## src/rtl/smbreg_pkg.sv

```systemverilog
package smbreg_pkg;

  // Control-to-datapath strobes
  typedef struct packed {
    logic       wrEn;
    logic [6:0] wrAddr;
    logic [7:0] wrData;
    logic [6:0] rdAddr;
  } regStrobe_t;

  // Power-up contents of the writable registers
  function automatic logic [7:0] resetValue(input int idx);
    case (idx)
      0:       return 8'hFF;
      1:       return 8'hFE;
      2:       return 8'hFF;
      4:       return 8'h07;
      6:       return 8'h38;
      default: return 8'h00;
    endcase
  endfunction

endpackage

```

## src/rtl/smbreg_ctrl.sv

```systemverilog
module smbreg_ctrl
  import smbreg_pkg::*;
#(
  parameter logic [6:0] DEV_ADDR    = 7'h69,
  parameter logic [7:0] BLOCK_COUNT = 8'd8
) (
  input  logic       clk,
  input  logic       rstN,
  input  logic       sclIn,
  input  logic       sdaIn,
  input  logic [7:0] rdData,
  output logic       sdaOe,
  output regStrobe_t strobe
);

  typedef enum logic [2:0] {PH_IDLE, PH_ADDR, PH_CMD, PH_COUNT, PH_WDATA, PH_RDATA} phase_t;

  logic [1:0] sclSync, sdaSync;
  logic       sclPrev, sdaPrev;
  phase_t     phase, nextPhase;
  logic [3:0] bitCnt;
  logic [7:0] shiftReg;
  logic       blockMode, sendCount, masterNack;
  logic [6:0] ptr;
  logic       wrEnQ;
  logic [6:0] wrAddrQ;
  logic [7:0] wrDataQ;

  wire sclNow    = sclSync[1];
  wire sdaNow    = sdaSync[1];
  wire sclRise   = sclNow & ~sclPrev;
  wire sclFall   = ~sclNow & sclPrev;
  wire startSeen = sclNow & sclPrev & sdaPrev & ~sdaNow;
  wire stopSeen  = sclNow & sclPrev & ~sdaPrev & sdaNow;

  always_ff @(posedge clk or negedge rstN) begin
    if (!rstN) begin
      sclSync <= 2'b11;
      sdaSync <= 2'b11;
      sclPrev <= 1'b1;
      sdaPrev <= 1'b1;
    end else begin
      sclSync <= {sclSync[0], sclIn};
      sdaSync <= {sdaSync[0], sdaIn};
      sclPrev <= sclNow;
      sdaPrev <= sdaNow;
    end
  end

  always_ff @(posedge clk or negedge rstN) begin
    if (!rstN) begin
      phase      <= PH_IDLE;
      nextPhase  <= PH_IDLE;
      bitCnt     <= '0;
      shiftReg   <= '0;
      blockMode  <= 1'b0;
      sendCount  <= 1'b0;
      masterNack <= 1'b0;
      ptr        <= '0;
      sdaOe      <= 1'b0;
      wrEnQ      <= 1'b0;
      wrAddrQ    <= '0;
      wrDataQ    <= '0;
    end else begin
      wrEnQ <= 1'b0;
      if (startSeen) begin
        phase  <= PH_ADDR;
        bitCnt <= '0;
        sdaOe  <= 1'b0;
      end else if (stopSeen) begin
        phase  <= PH_IDLE;
        bitCnt <= '0;
        sdaOe  <= 1'b0;
      end else if (phase != PH_IDLE) begin
        if (sclRise) begin
          if (bitCnt < 4'd8) begin
            if (phase != PH_RDATA) shiftReg <= {shiftReg[6:0], sdaNow};
            bitCnt <= bitCnt + 4'd1;
          end else if (bitCnt == 4'd8) begin
            if (phase == PH_RDATA) masterNack <= sdaNow;
            bitCnt <= 4'd9;
          end
        end else if (sclFall) begin
          if (bitCnt == 4'd8) begin
            sdaOe <= 1'b0;
            case (phase)
              PH_ADDR: begin
                if (shiftReg[7:1] == DEV_ADDR) begin
                  sdaOe <= 1'b1;
                  if (shiftReg[0]) begin
                    nextPhase <= PH_RDATA;
                    if (blockMode) begin
                      sendCount <= 1'b1;
                      ptr       <= '0;
                    end
                  end else begin
                    nextPhase <= PH_CMD;
                  end
                end else begin
                  nextPhase <= PH_IDLE;
                end
              end
              PH_CMD: begin
                sdaOe     <= 1'b1;
                blockMode <= ~shiftReg[7];
                ptr       <= shiftReg[7] ? shiftReg[6:0] : 7'd0;
                nextPhase <= shiftReg[7] ? PH_WDATA : PH_COUNT;
              end
              PH_COUNT: begin
                sdaOe     <= 1'b1;
                nextPhase <= PH_WDATA;
              end
              PH_WDATA: begin
                sdaOe   <= 1'b1;
                wrEnQ   <= 1'b1;
                wrAddrQ <= ptr;
                wrDataQ <= shiftReg;
                if (ptr != '1) ptr <= ptr + 7'd1;
                nextPhase <= PH_WDATA;
              end
              PH_RDATA: nextPhase <= PH_RDATA;
              default:  nextPhase <= PH_IDLE;
            endcase
          end else if (bitCnt == 4'd9) begin
            bitCnt <= '0;
            sdaOe  <= 1'b0;
            if (phase == PH_RDATA && masterNack) begin
              phase <= PH_IDLE;
            end else begin
              phase <= nextPhase;
              if (nextPhase == PH_RDATA) begin
                if (sendCount) begin
                  shiftReg  <= BLOCK_COUNT;
                  sendCount <= 1'b0;
                  sdaOe     <= ~BLOCK_COUNT[7];
                end else begin
                  shiftReg <= rdData;
                  sdaOe    <= ~rdData[7];
                  if (ptr != '1) ptr <= ptr + 7'd1;
                end
              end
            end
          end else if (phase == PH_RDATA) begin
            shiftReg <= {shiftReg[6:0], 1'b0};
            sdaOe    <= ~shiftReg[6];
          end
        end
      end
    end
  end

  assign strobe = '{wrEn: wrEnQ, wrAddr: wrAddrQ, wrData: wrDataQ, rdAddr: ptr};

endmodule

```

## src/rtl/smbreg_regs.sv

```systemverilog
module smbreg_regs
  import smbreg_pkg::*;
#(
  parameter int NUM_REGS = 8,
  parameter int STRAP_W  = 3
) (
  input  logic                  clk,
  input  logic                  rstN,
  input  regStrobe_t            strobe,
  input  logic [STRAP_W-1:0]    strapBits,
  input  logic [7:0]            idByte,
  output logic [7:0]            rdData,
  output logic [NUM_REGS*8-1:0] regsFlat
);

  localparam int STATUS_IDX = NUM_REGS - 2;
  localparam int ID_IDX     = NUM_REGS - 1;
  localparam int IDX_W      = $clog2(NUM_REGS);

  logic [7:0] store [NUM_REGS-1];
  logic [7:0] view  [NUM_REGS];

  for (genvar i = 0; i < NUM_REGS - 1; i++) begin : g_reg
    wire hit = strobe.wrEn && (strobe.wrAddr == 7'(i));
    if (i == STATUS_IDX) begin : g_status
      always_ff @(posedge clk or negedge rstN) begin
        if (!rstN)    store[i] <= {resetValue(i)[7:STRAP_W], {STRAP_W{1'b0}}};
        else if (hit) store[i] <= {strobe.wrData[7:STRAP_W], {STRAP_W{1'b0}}};
      end
      assign view[i] = {store[i][7:STRAP_W], strapBits};
    end else begin : g_plain
      always_ff @(posedge clk or negedge rstN) begin
        if (!rstN)    store[i] <= resetValue(i);
        else if (hit) store[i] <= strobe.wrData;
      end
      assign view[i] = store[i];
    end
  end

  assign view[ID_IDX] = idByte;

  for (genvar i = 0; i < NUM_REGS; i++) begin : g_flat
    assign regsFlat[i*8 +: 8] = view[i];
  end

  assign rdData = (strobe.rdAddr < 7'(NUM_REGS)) ? view[strobe.rdAddr[IDX_W-1:0]] : 8'h00;

endmodule

```

## src/rtl/smbreg_slave.sv

```systemverilog
module smbreg_slave
  import smbreg_pkg::*;
#(
  parameter int         NUM_REGS = 8,
  parameter int         STRAP_W  = 3,
  parameter logic [6:0] DEV_ADDR = 7'h69
) (
  input  logic                  clk,
  input  logic                  rstN,
  input  logic                  sclIn,
  input  logic                  sdaIn,
  output logic                  sdaOe,
  input  logic [STRAP_W-1:0]    strapBits,
  input  logic [7:0]            idByte,
  output logic [NUM_REGS*8-1:0] ctrlRegs
);

  localparam logic [7:0] BLOCK_COUNT = 8'(NUM_REGS);

  regStrobe_t strobe;
  logic [7:0] rdData;

  smbreg_ctrl #(
    .DEV_ADDR   (DEV_ADDR),
    .BLOCK_COUNT(BLOCK_COUNT)
  ) u_ctrl (
    .clk   (clk),
    .rstN  (rstN),
    .sclIn (sclIn),
    .sdaIn (sdaIn),
    .rdData(rdData),
    .sdaOe (sdaOe),
    .strobe(strobe)
  );

  smbreg_regs #(
    .NUM_REGS(NUM_REGS),
    .STRAP_W (STRAP_W)
  ) u_regs (
    .clk      (clk),
    .rstN     (rstN),
    .strobe   (strobe),
    .strapBits(strapBits),
    .idByte   (idByte),
    .rdData   (rdData),
    .regsFlat (ctrlRegs)
  );

endmodule

```

## config.mk

```make
export PLATFORM = sky130hd
export DESIGN_NAME = smbreg_slave
export DESIGN_NICKNAME = d
export VERILOG_FILES = /design/src/rtl/smbreg_pkg.sv /design/src/rtl/smbreg_ctrl.sv /design/src/rtl/smbreg_regs.sv /design/src/rtl/smbreg_slave.sv
export SDC_FILE = /design/constraint.sdc
export NUM_CORES = 1
export LEC_CHECK = 0
export BUFFER_PORTS_ARGS = -buffer_cell sky130_fd_sc_hd__buf_2
export CORE_ASPECT_RATIO = 0.75
export CORE_UTILIZATION = 50
export DETAILED_ROUTE_END_ITERATION = 8
export PLACE_DENSITY = 0.71
export SLEW_MARGIN = 20
export SYNTH_ARGS = -nofsm -noshare
export SYNTH_HDL_FRONTEND = slang
export SYNTH_SLANG_ARGS = --single-unit
```

## constraint.sdc

```tcl
create_clock -name clk -period 3.3 [get_ports clk]
set_clock_uncertainty 0.2 [all_clocks]
set_input_delay 0.33 -clock clk [delete_from_list [all_inputs] [get_ports clk]]
set_output_delay 0.33 -clock clk [all_outputs]
set_load 0.01 [all_outputs]
```

### Word-level counts from Yosys, hierarchy flattened

Cells that the tools add are included.

* bitwise gates (word level): 19
* order comparisons: 3
* reductions and logical operators: 32
* shift-type cells: 0
* $add $sub $neg: 2
* divide/modulo/power cells: 0
* eq/ne operators: 36
* mux-type cells: 74
* multiply operators: 0

Operators with widths (number)
* 8-bit 2-to-1 mux: 13
* 7-bit 2-to-1 mux: 10
* 4-bit 2-to-1 mux: 9
* 3-bit 2-to-1 mux: 11
* 1-bit 2-to-1 mux: 27
* 8-bit binary-select mux with 3-bit select: 1
* 7-bit by 3-bit == test with 1-bit output (second input constant): 3
* 7-bit one-hot mux with 3 select lines: 1
* 7-bit AND reduction: 3
* 3-bit nonzero test: 5
* 7-bit by 2-bit == test with 1-bit output (second input constant): 2
* 13-bit AND reduction: 1
* 3-bit by 2-bit inequality test with 1-bit output (second input constant): 4
* 3-bit one-hot mux with 4 select lines: 1
* 12-bit AND reduction: 1
* 1-bit inverter: 11
* 2-bit inequality test (second input constant): 5
* 10-bit AND reduction: 1
* 5-bit AND reduction: 2
* 3-bit == test (second input constant): 3
* 3-bit inequality test (second input constant): 3
* 4-bit == test (second input constant): 2
* 1-bit logical AND: 8
* 2-bit by 1-bit inequality test with 1-bit output (second input constant): 4
* 25 further kinds: 35

* memories kept: 0
* input bits: 15
* bits in read-only memories: 0
* memory bits (writable): 0
* output and inout bits: 65
* bits in latches: 0
* word-level logic and storage cells: 189
* flip-flop bits (word level): 104

### Depth between registers and ports, before layout

* word-level depth: 16
* depth in mapped cells: 8
* depth with buffers taken out: 7

### Modules after synthesis

From an unflattened synthesis, not the netlist that was laid out.

* cells, all modules: 456
* area, all modules: 5497.8 um^2

By module, submodules not included
* smbreg_ctrl: instances 1, seq. area each 1283.7 um^2, area an instance 2768.9 um^2, cells an instance 279
* smbreg_regs: instances 1, seq. area each 1362.6 um^2, area an instance 2728.9 um^2, cells an instance 177

### Worst setup path before layout

Ideal clock, no wire load.

* path type: register -> register
* start: register u_ctrl.sclPrev
* end: register u_ctrl.ptr[2]
* arrival time: 2.175 ns
* required time: 2.975 ns
* setup slack: 0.800 ns
* path buffers: 1
* clock period less this slack: 2.500 ns
* library setup time: 0.125 ns
* cell stages (with the launch flop): 9
* cell sequence: dfstp_2 -> inv_1 -> ha_1 -> or2b_1 -> a211oi_4 -> a21bo_4 -> or2_1 -> buf_6 -> mux2_4

* longest elaborated chain between the ends: 5
* elaborated cells on any way between the ends: 12
* classes of those cells: 11 x bitwise; 1 x reduce/logical

Ends and longest elaborated chain
* from (decl): line smbreg_ctrl.sv:19 `logic sclPrev, sdaPrev;`
* from (signal assigned): line smbreg_ctrl.sv:45 `sclPrev <= sclNow;`
* 1-bit AND: line smbreg_ctrl.sv:33, smbreg_ctrl.sv:34
* 1-bit AND, on equally long branches (2 in a row): line smbreg_ctrl.sv:33, smbreg_ctrl.sv:34
* 1-bit inverter (no line)
* 13-bit AND reduction (no line) (*)
* to (signal assigned): line smbreg_ctrl.sv:106 `ptr <= shiftReg[7] ? shiftReg[6:0] : 7'd0;`
* to (signal assigned): line smbreg_ctrl.sv:118 `if (ptr != '1) ptr <= ptr + 7'd1;`
* to (signal assigned): line smbreg_ctrl.sv:139 `if (ptr != '1) ptr <= ptr + 7'd1;`
* to (decl): line smbreg_ctrl.sv:24 `logic [6:0] ptr;`

Every way passes the cells marked *; elsewhere a longest branch is shown, timed or not.
A chain may end at the register's enable or synchronous reset.

### Final worst setup path

* start: register u_ctrl.sclPrev
* end: register u_ctrl.ptr[4]

Same word-level chain as after synthesis.

==> results.cfg <==
[synth]
synth_ff_type = dfrtp_1
ys_seq_area_frac = 0.4818
postSynth.asyncResetShare = 1.000
ys_seq_elements = 104
yosys.area.top_type = dfrtp_1
yosysTopAreaCellShare = 0.3144
postSynthNetCount = 463
syn_avg_cell_area_um2 = 12.46
synth_cells = 441
synth_edf_count = 0
ys_warn_count = 0
yosys-top-cells-area = dfrtp_1, dfstp_2, mux2_2
ys_types = 78
synthesis.area_um2 = 5493

[grt]
grt_max_degree = 62
grt_pass1_wl_mm = 20.77
grt.overflow.total = 0
first_global_vias = 3802
antenna_found_initial = 0
gr-usage-all-layers = 0.2416

[final_layout]
syn2layout_area_growth_pct = 13.99
finalInstanceArea_um2 = 6261
final_cell_mix = buf_2, mux2_2, dfrtp_1
final_common_cell = buf_2
nNetsFinal = 529
fill_cells = 849
antenna_cells = 0
drive_gt1_frac = 0.4805
multiInputGateArea_um2 = 2536
regArea_um2 = 2646

[critical_path]
path_cells = inv_1 > ha_1 > or2b_1 > a211oi_4 > a21bo_4 > or2_1 > mux2_4
crit_arrival_ns = 2.72
crit_family = simple AND/OR/NAND/NOR gates
required_ns = 3.33
cp_slowest_stage_delay_ns = 0.55
cpMaxStageDelayCell = dfstp_2
critical_path_class = flop to flop
cp-start-kind = flop
cp.buffers_inverters = 1
ff2ff_setup_slack_ns = 0.61
cp_max_fo = 7
crit_path_end_kind = flop

[flow_run]
cap_violations = 0

[cts]
post_cts_buffers = 0
numCtsBuffers = 9
root_buffer = clkbuf_16
clkLatencyLatePin_ns = 0.35
clockBufferDepth = 2
cts_sinks = 104
htree_levels = 3
cts_tree = built
clk_pin_slew_worst_paths_ns = 0.07

[timing]
hold_viol = 0
worst_pin_slew_ns = 0.5774
setup_viol = 0
fin_crit_sh = 0.8152
setup_ws_ns = 0.6097
fin_setup_tns_ns = 0
whs_ns = 0.1562
slew_headroom = 0.6150
period_needed_ns = 2.690
maxClockFrequency_mhz = 371.7
rsz0062_at_grt = no
maxSlewViolCount = 0

[routing]
drc = 0
dr.pass1.iters = 5
drt-initial-drc-count = 383
wl_per_cell_um = 19.77
viasPerCell = 6.062
vias = 3928
wl_mm = 12.81
ant_nets = 0

[die]
die_area_um2 = 11410
coreArea_um2 = 10490
fp.dieH_um = 92.77
num_rows = 32
die-width_um = 123.0
start_util = 0.5236
io_pins = 80

[power]
powerDensity_nw_per_um2 = 452.0
ir_worst_vdd_mv = 0.2847
leakagePower_uw = 0.002949

[hold_path]
hold_path_class = flop to flop

[placed_design]
placed_area_um2 = 5879
gp_congestion = 0.9242
io_buffers = 79
pre_cts_slack_ns = 0.6309
dp_hpwl_mm = 9.052

[status]
status = finished clean
==> final cells by class <==
type                    count  share of cell area
clock buffers               9             0.03597
clock inverters             7             0.02018
well taps                 136             0.02718
inverters                  15            0.008993
repair buffers             90             0.07994
multi-input cells         287              0.4051
flip-flops and latches    104              0.4227
==> Yosys cell counts (4+ instances only) <==
cell type,n
a21oi_1,14
inv_1,14
buf_4,15
ha_1,7
buf_2,6
clkbuf_1,6
nand3_1,11
dfrtp_1,69
dfstp_2,35
buf_6,5
o21ai_0,21
nor2_1,15
nor3_1,8
mux4_2,15
mux2i_1,10
nand2_1,23
mux2_2,74
nand4_1,4
==> final timing paths <==
path | start | to | cells past startpoint
setup / recovery | u_ctrl.sclPrev$_DFF_PN1_ | u_ctrl.ptr[4]$_DFFE_PN0P_ | 7
hold / removal | u_ctrl.sdaSync[0]$_DFF_PN1_ | u_ctrl.sdaSync[1]$_DFF_PN1_ | 0
setup reg to reg | u_ctrl.sclPrev$_DFF_PN1_ | u_ctrl.ptr[4]$_DFFE_PN0P_ | 7
hold reg to reg | u_ctrl.sdaSync[0]$_DFF_PN1_ | u_ctrl.sdaSync[1]$_DFF_PN1_ | 0
max in group asynchronous | rstN | u_ctrl.sclSync[1]$_DFF_PN1_ | 3
min in group asynchronous | rstN | u_regs.regsFlat[43]$_DFFE_PN0P_ | 2
==> registers in the layout, summed over array words and instances (netlist names) <==
signal	cells
u_regs.regsFlat	53
u_ctrl.shiftReg	8
u_ctrl.wrDataQ	8
u_ctrl.ptr	7
u_ctrl.wrAddrQ	7
u_ctrl.bitCnt	4
u_ctrl.nextPhase	3
u_ctrl.phase	3
u_ctrl.sclSync	2
u_ctrl.sdaSync	2
u_ctrl.blockMode	1
u_ctrl.masterNack	1
u_ctrl.sclPrev	1
u_ctrl.sdaOe	1
u_ctrl.sdaPrev	1
u_ctrl.sendCount	1
u_ctrl.wrEnQ	1
==> what timing repair did <==
action                    CTS  global route
hold endpoints to repair   37             0
hold buffers                3             0
resized for setup           0             0
==> per-stage QoR <==
stage / total power (uW) / cells / utilization
after global routing: 2928 / 648 / 0.5969
final: 2830 / 648 / 0.5969
after global placement: 1596 / 629 / 0.5605
after CTS: 2856 / 648 / 0.5969
after detailed placement: 1604 / 629 / 0.5605
after floorplan: 1519 / 441 / -
==> layer usage <==
| layer | vias up | global-route usage | wire length (um) |
|---|---|---|---|
| li1 | 1758 | - | - |
| met4 | 0 | 0.05422 | 116 |
| met3 | 13 | 0.05480 | 838 |
| met1 | 1998 | 0.3572 | 6133 |
| met2 | 159 | 0.3600 | 5722 |
| met5 | - | 0 | 0 |
==> report_power, final <==
part	internal (uW)	switching [uW]
clock network	751	493
logic	90.0	95.3
registers	1320	79.9
total	2160	668
==> cells by family (layout without fill, tap and decap cells) <==
logic type,Yosys count,count (layout),synth area share
AOI/OAI and AO/OA,73,73,0.09158
xor gates and xnor gates,3,3,0.006152
adders and majority gates,7,7,0.01594
buffers and inverters,50,121,0.05649
DFF,104,104,0.4818
muxes,102,102,0.2396
and+or+nand+nor,102,102,0.1084
Power figures use the tool's default switching activity.
